## src/rtl/spi_brk_pkg.sv

```systemverilog
package spi_brk_pkg;

    typedef enum logic {
        SEL_STAT = 1'b0,
        SEL_DATA = 1'b1
    } reg_sel_e;

    localparam int BIT_EN  = 0;
    localparam int BIT_TXE = 1;
    localparam int BIT_RXF = 2;
    localparam int STAT_BITS = 3;

    typedef struct packed {
        logic ctl_wr;
        logic dat_wr;
        logic stat_rd;
        logic dat_rd;
    } bus_ops_t;

    // Software-side clears are allowed outside a halt, or inside it when enabled.
    function automatic logic sw_clear_ok(input logic halt, input logic en);
        return !halt || en;
    endfunction

endpackage

```

## src/rtl/spi_brk_decode.sv

```systemverilog
module spi_brk_decode
    import spi_brk_pkg::*;
(
    input  logic     bus_wr,
    input  logic     bus_rd,
    input  logic     bus_addr,
    output bus_ops_t ops
);
    always_comb begin
        ops.ctl_wr  = bus_wr && (bus_addr == SEL_STAT);
        ops.dat_wr  = bus_wr && (bus_addr == SEL_DATA);
        ops.stat_rd = bus_rd && (bus_addr == SEL_STAT);
        ops.dat_rd  = bus_rd && (bus_addr == SEL_DATA);
    end
endmodule

```

## src/rtl/spi_brk_tx.sv

```systemverilog
module spi_brk_tx #(
    parameter int DW = 8
) (
    input  logic          clk,
    input  logic          rst,
    input  logic          wr_req,
    input  logic [DW-1:0] wdata,
    input  logic          sw_ok,
    input  logic          shift_done,
    output logic          tx_empty,
    output logic          ld_strobe,
    output logic [DW-1:0] ld_data
);
    logic          pend_q;
    logic          busy_q;
    logic [DW-1:0] hold_q;
    logic          accept;

    assign accept    = wr_req && sw_ok && !pend_q;
    assign ld_strobe = pend_q && (!busy_q || shift_done);
    assign ld_data   = hold_q;
    assign tx_empty  = !pend_q;

    always_ff @(posedge clk) begin
        if (rst) begin
            pend_q <= 1'b0;
            busy_q <= 1'b0;
            hold_q <= '0;
        end else begin
            if (accept) begin
                pend_q <= 1'b1;
                hold_q <= wdata;
            end else if (ld_strobe) begin
                pend_q <= 1'b0;
            end
            if (ld_strobe)
                busy_q <= 1'b1;
            else if (shift_done)
                busy_q <= 1'b0;
        end
    end
endmodule

```

## src/rtl/spi_brk_rx.sv

```systemverilog
module spi_brk_rx #(
    parameter int DW = 8
) (
    input  logic          clk,
    input  logic          rst,
    input  logic          rx_done,
    input  logic [DW-1:0] rx_data,
    input  logic          stat_rd,
    input  logic          dat_rd,
    input  logic          sw_ok,
    output logic          rx_full,
    output logic [DW-1:0] rx_buf
);
    logic arm_q;
    logic finish;

    assign finish = dat_rd && sw_ok && arm_q;

    always_ff @(posedge clk) begin
        if (rst) begin
            rx_full <= 1'b0;
            arm_q   <= 1'b0;
            rx_buf  <= '0;
        end else begin
            if (rx_done) begin
                rx_full <= 1'b1;
                rx_buf  <= rx_data;
                arm_q   <= 1'b0;
            end else if (finish) begin
                rx_full <= 1'b0;
                arm_q   <= 1'b0;
            end else if (stat_rd && sw_ok && rx_full) begin
                arm_q   <= 1'b1;
            end
        end
    end
endmodule

```

## src/rtl/spi_brk_flags.sv

```systemverilog
module spi_brk_flags
    import spi_brk_pkg::*;
#(
    parameter int DW = 8
) (
    input  logic          clk,
    input  logic          rst,
    input  logic          bus_wr,
    input  logic          bus_rd,
    input  logic          bus_addr,
    input  logic [DW-1:0] bus_wdata,
    output logic [DW-1:0] bus_rdata,
    input  logic          dbg_halt,
    input  logic          shift_done,
    input  logic          rx_done,
    input  logic [DW-1:0] rx_data,
    output logic          ld_strobe,
    output logic [DW-1:0] ld_data
);
    localparam int PAD_W = DW - STAT_BITS;

    bus_ops_t      ops;
    logic          bce_q;
    logic          sw_ok;
    logic          tx_empty;
    logic          rx_full;
    logic [DW-1:0] rx_buf;
    logic [STAT_BITS-1:0] stat_bits;

    spi_brk_decode u_dec (
        .bus_wr  (bus_wr),
        .bus_rd  (bus_rd),
        .bus_addr(bus_addr),
        .ops     (ops)
    );

    assign sw_ok = sw_clear_ok(dbg_halt, bce_q);

    always_ff @(posedge clk) begin
        if (rst)
            bce_q <= 1'b0;
        else if (ops.ctl_wr)
            bce_q <= bus_wdata[BIT_EN];
    end

    spi_brk_tx #(.DW(DW)) u_tx (
        .clk       (clk),
        .rst       (rst),
        .wr_req    (ops.dat_wr),
        .wdata     (bus_wdata),
        .sw_ok     (sw_ok),
        .shift_done(shift_done),
        .tx_empty  (tx_empty),
        .ld_strobe (ld_strobe),
        .ld_data   (ld_data)
    );

    spi_brk_rx #(.DW(DW)) u_rx (
        .clk    (clk),
        .rst    (rst),
        .rx_done(rx_done),
        .rx_data(rx_data),
        .stat_rd(ops.stat_rd),
        .dat_rd (ops.dat_rd),
        .sw_ok  (sw_ok),
        .rx_full(rx_full),
        .rx_buf (rx_buf)
    );

    always_comb begin
        stat_bits          = '0;
        stat_bits[BIT_EN]  = bce_q;
        stat_bits[BIT_TXE] = tx_empty;
        stat_bits[BIT_RXF] = rx_full;
    end

    assign bus_rdata = (bus_addr == SEL_DATA) ? rx_buf
                                               : {{PAD_W{1'b0}}, stat_bits};
endmodule

```

## config.mk

```make
export PLATFORM = sky130hd
export DESIGN_NAME = spi_brk_flags
export DESIGN_NICKNAME = d
export VERILOG_FILES = /design/src/rtl/spi_brk_pkg.sv /design/src/rtl/spi_brk_decode.sv /design/src/rtl/spi_brk_tx.sv /design/src/rtl/spi_brk_rx.sv /design/src/rtl/spi_brk_flags.sv
export SDC_FILE = /design/constraint.sdc
export NUM_CORES = 1
export LEC_CHECK = 0
export ABC_AREA = 1
export BUFFER_PORTS_ARGS = -buffer_cell sky130_fd_sc_hd__clkbuf_2
export CAP_MARGIN = 10
export CELL_PAD_IN_SITES_DETAIL_PLACEMENT = 0
export CELL_PAD_IN_SITES_GLOBAL_PLACEMENT = 2
export CORE_MARGIN = 2
export CORE_UTILIZATION = 25
export CTS_BUF_LIST = sky130_fd_sc_hd__clkbuf_4 sky130_fd_sc_hd__clkbuf_8
export DETAILED_ROUTE_END_ITERATION = 8
export PLACE_DENSITY_LB_ADDON = 0.1
export RECOVER_POWER = 100
export SLEW_MARGIN = 10
export SYNTH_ARGS = -nofsm -noshare
export SYNTH_HDL_FRONTEND = slang
export SYNTH_SLANG_ARGS = --single-unit
```

## constraint.sdc

```tcl
create_clock -name clk -period 1.4 [get_ports clk]
set_input_delay 0.07 -clock clk [delete_from_list [all_inputs] [get_ports clk]]
set_output_delay 0.07 -clock clk [all_outputs]
set_load 0.02 [all_outputs]
```

; ---- Word-level counts from Yosys, hierarchy flattened
; Index checks and enable logic that the tools add are counted.
[word_totals]
latchBits = 0
n_memories = 0
rom_bits = 0
out_inout_bits = 17
inputBits = 24
wordCells = 35
mem_bits_rw = 0
regBits = 21
[op_classes]
div = 0
mul = 0
n_mux = 7
eq_ne = 0
order_cmp = 0
n_addsub = 0
shift = 0
n_reduce_logical = 20
n_bitwise = 1
[op_table]
columns = cell, n
row1 = $logic_and A1 B1 Y1, 11
row2 = $mux W8, 1
row3 = $mux W1, 6
row4 = $reduce_bool A2 Y1, 3
row5 = $logic_not A1 Y1, 3
row6 = $reduce_or A3 Y1, 1
row7 = $logic_or A1 B1 Y1, 2
row8 = $not A1 Y1, 1

; ---- Longest topological paths before layout
; Gate-level depths: netlist of run 1.
[logic_depth]
depth_word = 6
depth_mapped = 7

; ---- Cells and area by module
; A second synthesis of run 1 with hierarchy kept.
[unflattened]
hier_cells = 144
area_unflattened_um2 = 969.7
[modules_own_cells]
columns = module, instances, area_per_inst_um2, seq_area_each_um2, cells_per_inst
row1 = spi_brk_tx, 1, 424.2, 200.2, 62
row2 = spi_brk_rx, 1, 379.1, 200.2, 46
row3 = spi_brk_flags, 1, 136.4, 20.0, 28
row4 = spi_brk_decode, 1, 30.0, 0.0, 8

; ---- Least setup slack after synthesis of run 1
; OpenSTA, ideal clock, no wires.
[synth_path]
path_type = reg2reg
start = register u_tx.pend_q
end = register u_tx.pend_q
setup_time_ps = 140
synth_period_minus_slack_ps = 1015
arrival_ps = 875
path_stages_with_launch = 4
path_slack_ps = 385
cell_sequence = dfxtp_1 > inv_1 > a21oi_1 > nor3_1
[synth_rtl]
columns = item, line_no
row1 = from (decl), spi_brk_tx.sv:14  ; logic pend_q;
row2 = from (signal assigned), spi_brk_tx.sv:26  ; pend_q <= 1'b0;
row3 = from (signal assigned), spi_brk_tx.sv:31  ; pend_q <= 1'b1;
row4 = from (signal assigned), spi_brk_tx.sv:34  ; pend_q <= 1'b0;
row5 = $logic_and A1 B1 Y1, spi_brk_tx.sv:20  ; assign ld_strobe = pend_q && (!busy_q || shift_done);
row6 = via ld_strobe, spi_brk_flags.sv:17  ; output logic ld_strobe,
row7 = $reduce_bool A2 Y1 (no line), -
; The timed path passes the listed nets, and every way through them passes these cells.
; A chain may end at the register's enable or synchronous reset.

; ---- Worst setup path in the final report of run 1
[layout_path]
start = register u_tx.pend_q
end = output port ld_strobe
[layout_via]
elab_chain_len = 1
[layout_rtl]
columns = item, line_no
row1 = $logic_and A1 B1 Y1, spi_brk_tx.sv:20
row2 = to (decl), spi_brk_flags.sv:17
; Every way passes these cells.

==> flow_summary_export.csv, run 1 <==
group,metric,value,unit
floorplanning,core_area,3390,um2
cts,post_cts_resized,0,
cts,cts_buffer_depth,2,
setup_path,cp-start-kind,"register",
cts,cts_root_buf,"clkbuf_4",
floorplanning,die_w,63.7,um
drt,drc,0,
global_route,grt-ovfl-total,0,
floorplanning,chipHeight,63.7,um
timing,hold_viol_final,0,
global_route,antenna_found_initial,0,
timing,grt_setup_unrepaired,"no",
timing,setup_ws,0.157,ns
cts,cts_tree,"built",
layout,drive_gt1_share,14.6,%
synth,synth_seq_cells,21,
synth,synth.yosys.seq_area_share,47.3,%
pwr,internal_power,866,uW
global_route,grt_pass1_vias,839,
timing,fin_skew,0.00293,ns
placed_design,dp_slack,0.423,ns
placed_design,gp_congestion,0.681,
timing,setup_viol_count_final,0,
timing,tightest_slew,0.403,ns
pwr,pwr-share-seq,53.9,%
timing,fmax,804,MHz
timing,hold_slack,0.0144,ns
placed_design,dp_hpwl,1570,um
pwr,fin_total_pwr,1.21,mW
layout,diodes,0,
setup_path,crit_type,"register to primary output",
pwr,pwr-share-comb,19.9,%
timing,post-route-period-util,88.8,%
synth,syn_nets,157,
cts,clk_latency,0.30,ns
floorplanning,die_area,4050,um2
placed_design,portBuffers,40,
global_route,track_usage,11.0,%
pwr,pwr-share-clk,26.2,%
layout,nets,217,
floorplanning,num_io_pins,41,
floorplanning,initial_core_util,26.2,%
global_route,grt_pass1_wl,3510,um
timing,setup_tns,0,ns
drt,routed_wl,2140,um
pwr,switchingPower,344,uW
setup_path,cp_data_arrival_time,1.17,ns
run,cap_violations,0,
timing,slew_violations,0,
synth,ys_warn_count,0,
pwr,power.density,930,nW/um2
timing,slew_headroom,73.2,%
pwr,ir_drop,0.000529,V
setup_path,endpoint_kind,"primary output",
drt,drt_iter0_drc,17,
setup_path,required,1.33,ns
drt,first_pass_iters,4,
floorplanning,row_count,21,
drt,vias_per_cell,3.96,
drt,avgRoutedWirePerCell,9.00,um
synth,synth_cell_types,14,
global_route,grt_max_degree,17,
pwr,p_sw_share,28.4,%
setup_path,crit_fanout,3,
cts,h-tree-depth,1,
layout,area_growth,46.3,%
hold_path,hold_class,"primary input to register",
pwr,p_leak,0.667,nW
drt,vias,943,
synth,syn_inst,133,
status,status,"complete, no violations",
timing,period_needed,1.24,ns
synth,syn_area,890,um2
synth,synth_area_per_cell,6.69,um2
cts,cts_made_buffers,3,
cts,clock_sinks,21,
cts,clkTransAtPathRegs,0.12,ns
drt,antenna_left,0,
metal layers:
layer / up-vias / routed length, um / GRT usage (%) / part of all wire, %
li1: 516 / - / - / -
met1: 401 / 1010 / 12.3 / 47
met2: 24 / 983 / 19.3 / 46
met3: 2 / 129 / 4.46 / 6.0
met4: 0 / 18 / 2.45 / 0.84
met5: - / 0 / 0 / 0
power groups by stage:
stage,Combinational [mW],Sequential (mW),Clock [mW]
2_1_floorplan,0.117,0.682,0
3_3_place_gp,0.220,0.666,0
3_5_place_dp,0.220,0.667,0
5_1_grt,0.271,0.658,0.360
6_report,0.240,0.653,0.317
4_1_cts,0.256,0.654,0.339
final timing paths:
path,startpoint,to,slack (ns),cells past startpoint
hold reg to reg,u_rx.rx_full,u_rx.rx_full,0.47,2
setup / recovery,u_tx.pend_q,ld_strobe,0.16,3
hold / removal,shift_done,u_tx.busy_q,0.01,4
setup reg to reg,bce_q,u_tx.ld_data[6],0.39,6
through the flow:
| step | cell area (um2) | util, % | std cells |
|---|---|---|---|
| after detailed placement | 1140 | 33.7 | 218 |
| after global routing | 1300 | 38.4 | 238 |
| final | 1300 | 38.4 | 238 |
| after floorplan | 890 | - | 133 |
| after CTS | 1330 | 39.3 | 238 |
| after global placement | 1140 | 33.7 | 218 |
sequential cells by signal, summed over array words and instances, names as in the netlist:
name,cells
bce_q,1
u_rx.arm_q,1
u_rx.rx_buf,8
u_rx.rx_full,1
u_tx.busy_q,1
u_tx.ld_data,8
u_tx.pend_q,1
what timing repair did:
| item | CTS | global route |
|---|---|---|
| endpoints found under the hold margin | 18 | 0 |
| setup buffers | 0 | 0 |
| hold buffers | 16 | 0 |
synth_stat cells, drive strengths merged:
cell type | n | area [um2]
buf | 2 | 16.3
clkinv | 2 | 7.51
dfxtp | 21 | 420
clkbuf | 1 | 3.75
nor2 | 35 | 131
nor3 | 1 | 5.00
o21ai | 11 | 55.1
nand2 | 33 | 126
inv | 19 | 71.3
nand3 | 3 | 27.5
a21oi | 5 | 25.0
cells by family (layout without fill, tap and decap cells):
group           after synthesis  after routing  synth area share (%)
simple gates                 72             72                  32.6
buf+inv                      24             83                  11.1
compound gates               16             16                  9.00
flops                        21             21                  47.3
cell usage in the layout, fill, tap and decap left out:
master,n
dfxtp_1,21
nand2_1,33
nor3_1,1
nand3_4,1
dlygate4sd3_1,16
clkbuf_4,4
clkbuf_2,23
a21oi_1,5
clkbuf_1,19
clkinv_1,2
nor2_1,35
inv_1,19
o21ai_0,11
nand3_1,2
worst max-delay path, stage by stage, from the launching register on:
cell      delay [ns]
dfxtp_1         0.38
inv_1           0.11
a21oi_1         0.18
clkbuf_2        0.20
final cells by class:
class	instances	area [um2]
repair buffers	58	347
multi-input cells	88	368
fillers	395	2090
flip-flops and latches	21	420
well taps	46	57.6
inverters	21	78.8
clock buffers	4	30.0
Note: power is estimated with default switching activity, not from simulation.
==> inputs of run 2 (changes only) <==
--- a/config.mk
+++ b/config.mk
@@ -5,13 +5,12 @@
 export SDC_FILE = /design/constraint.sdc
 export NUM_CORES = 1
 export LEC_CHECK = 0
-export ABC_AREA = 1
 export BUFFER_PORTS_ARGS = -buffer_cell sky130_fd_sc_hd__clkbuf_2
 export CAP_MARGIN = 10
 export CELL_PAD_IN_SITES_DETAIL_PLACEMENT = 0
 export CELL_PAD_IN_SITES_GLOBAL_PLACEMENT = 2
 export CORE_MARGIN = 2
-export CORE_UTILIZATION = 25
+export CORE_UTILIZATION = 29
 export CTS_BUF_LIST = sky130_fd_sc_hd__clkbuf_4 sky130_fd_sc_hd__clkbuf_8
 export DETAILED_ROUTE_END_ITERATION = 8
 export PLACE_DENSITY_LB_ADDON = 0.1
==> run 2 against run 1 <==
Combinational power decreased by 15%. Clock-buffer cell count unchanged. Critical path depth unchanged. Via count decreased by 19%. Critical endpoint is now bus_rdata[2]. Highest routed layer unchanged.
==> flow_summary_export.csv, run 2 <==
group,metric,value,unit
pwr,pwr-share-comb,17.8,%
drt,vias_per_cell,4.07,
cts,post_cts_resized,0,
pwr,p_sw_share,25.2,%
layout,finalNonFillerCells,188,
synth,synth_compound_area_share,5.82,%
drt,dr_wl_met3,129,um
run,cap_violations,0,
global_route,antenna_found_initial,0,
setup_path,cp_cell_sequence,"inv_1, o21ai_0, clkbuf_1",
cts,cts_made_buffers,3,
synth,ys_warn_count,0,
synth,synth.yosys.seq_area_share,45.5,%
synth,synth_edf_count,0,
setup_path,crit_fanout,2,
layout,area_growth,36.9,%
setup_path,cp_data_arrival_time,1.12,ns
floorplanning,num_io_pins,41,
timing,grt_setup_unrepaired,"no",
setup_path,required,1.33,ns
timing,tightest_slew,0.474,ns
setup_path,critPathBufInv,2,
cts,clkTransAtPathRegs,0.11,ns
drt,top_layer_used,"met4",
drt,drt_iter0_drc,21,
setup_path,slowest_delay,0.35,ns
placed_design,portBuffers,40,
synth,async_flop_share,0,%
global_route,track_usage,11.4,%
cts,clk_latency,0.29,ns
synth,syn_nets,118,
floorplanning,die_w,60.5,um
global_route,grt-ovfl-total,0,
synth,syn_inst,94,
timing,slew_violations,0,
floorplanning,die_area,3660,um2
timing,hold_slack,0.0163,ns
timing,setup_viol_count_final,0,
drt,antenna_left,0,
cts,cts_tree,"built",
layout,nets,169,
cts,clock_sinks,21,
synth,synth_seq_cells,21,
synth,yosys.area_share.simple,24.6,%
drt,wl_met1,954,um
layout,diodes,0,
synth,synth.area.mux_share,19.6,%
drt,routed_wl,1900,um
synth,yosysMostFrequentCell,"dfxtp_1",
placed_design,gp_congestion,0.597,
drt,wl_met2,803,um
synth,synth-xor-area-share,0,%
setup_path,endpoint_kind,"primary output",
layout,drive_gt1_share,19.4,%
synth,synth_top_flop_cell,"dfxtp_1",
timing,setup_ws,0.210,ns
pwr,pwr-share-clk,26.3,%
timing,hold_viol_final,0,
synth,syn_area,925,um2
floorplanning,initial_core_util,30.3,%
setup_path,cp-start-kind,"register",
placed_design,dp_hpwl,1330,um
placed_design,placed_cells,172,
layout,finalInstanceArea,1270,um2
synth,synth_top_family_by_area,"simple AND/OR/NAND/NOR gates",
floorplanning,chipHeight,60.5,um
synth,synthAdderAreaFrac,0,%
placed_design,dp_slack,0.292,ns
timing,fmax,840,MHz
placed_design,post_dp_cell_area,1150,um2
setup_path,r2r-start,"bce_q",
cts,cts_buffer_depth,2,
synth,yosys.area.top_type_share,45.5,%
floorplanning,row_count,20,
hold_path,hold_class,"primary input to register",
pwr,internal_power,859,uW
floorplanning,core_area,3050,um2
timing,slew_headroom,68.4,%
drt,first_pass_iters,3,
global_route,grt_max_degree,30,
global_route,grt_pass1_vias,709,
layout,n_fill_cell,349,
pwr,p_leak,0.537,nW
setup_path,startpoint,"u_rx.rx_full",
synth,synth_cell_types,20,
cts,h-tree-depth,1,
synth,ys_top_cells_by_count,"21 x dfxtp_1, 17 x mux2i_1, 17 x nand2b_1",
setup_path,crit_type,"register to primary output",
cts,cts_root_buf,"clkbuf_4",
pwr,ir_drop,0.000478,V
synth,synth_area_per_cell,9.84,um2
setup_path,slowest_stage,"dfxtp_1",
layout,mostFrequentLayoutCells,"23 x clkbuf_2, 21 x dfxtp_1, 18 x nand2b_1",
drt,drc,0,
drt,vias,766,
setup_path,cp_top_family,"flip-flops",
timing,setup_tns,0,ns
hold_path,min_from,"rx_data[6]",
drt,avgRoutedWirePerCell,10.1,um
pwr,pwr-share-seq,55.8,%
global_route,grt_pass1_wl,3090,um
timing,fin_skew,0.00128,ns
status,status,"complete, no violations",
pwr,power.density,907,nW/um2
synth,yosys-top-cells-area,"dfxtp_1 45%, mux2i_1 18%, nand2b_1 12%",
pwr,switchingPower,290,uW
synth,synth_top_area_cell,"dfxtp_1",
timing,post-route-period-util,85.0,%
timing,period_needed,1.19,ns
layout,final_common_cell,"clkbuf_2",
==> run 2: cells by family after synthesis <==
family	Yosys count
flops	21
simple gates	39
mux	18
buf+inv	8
compound gates	8
==> run 2: worst min-delay path, delay by kind of cell <==
family	cells	cell delay, ns
and+or+nand+nor	1	0.08
buffers and inverters	1	0.08
muxes	1	0.06
==> run 2: through the flow <==
stage               power [mW]  utilization [%]
floorplan                0.778                -
finish                    1.15             41.5
global placement         0.843             37.5
global route              1.22             41.5
CTS                       1.19             42.5
detailed placement       0.847             37.5
==> run 2: layout make-up <==
class	count	area [um2]	area share [%]
Multi-Input combinational cell	65	454	35.9
Sequential cell	21	420	33.2
Timing Repair Buffer	52	299	23.6
Tap cell	44	55.1	4.35
Clock buffer	4	30.0	2.37
Inverter	2	7.51	0.593
==> run 2: metal layers <==
| layer | up-vias | track usage (%) |
|---|---|---|
| met4 | 0 | 3.73 |
| met3 | 2 | 4.48 |
| li1 | 413 | - |
| met5 | - | 0 |
| met2 | 24 | 16.8 |
| met1 | 327 | 15.3 |
==> run 2: power groups by stage <==
stage	clock [mW]	sequential (mW)	combinational (mW)
final	0.302	0.641	0.205
after global routing	0.345	0.645	0.228
after CTS	0.328	0.642	0.218
after detailed placement	0	0.655	0.191
after global placement	0	0.654	0.189
after floorplan	0	0.663	0.115
==> run 2: final timing paths <==
check | end | slack (ns) | depth (start not counted)
worst min-delay path | u_rx.rx_buf[6] | 0.02 | 3
worst min register to register | u_tx.ld_data[7] | 0.48 | 2
worst max-delay path | bus_rdata[2] | 0.21 | 3
worst max register to register | u_tx.ld_data[6] | 0.21 | 3
==> run 2: timing repair <==
| item | in CTS | in global routing |
|---|---|---|
| setup buffers | 0 | 0 |
| hold endpoints to repair | 12 | 0 |
| hold buffers | 12 | 0 |
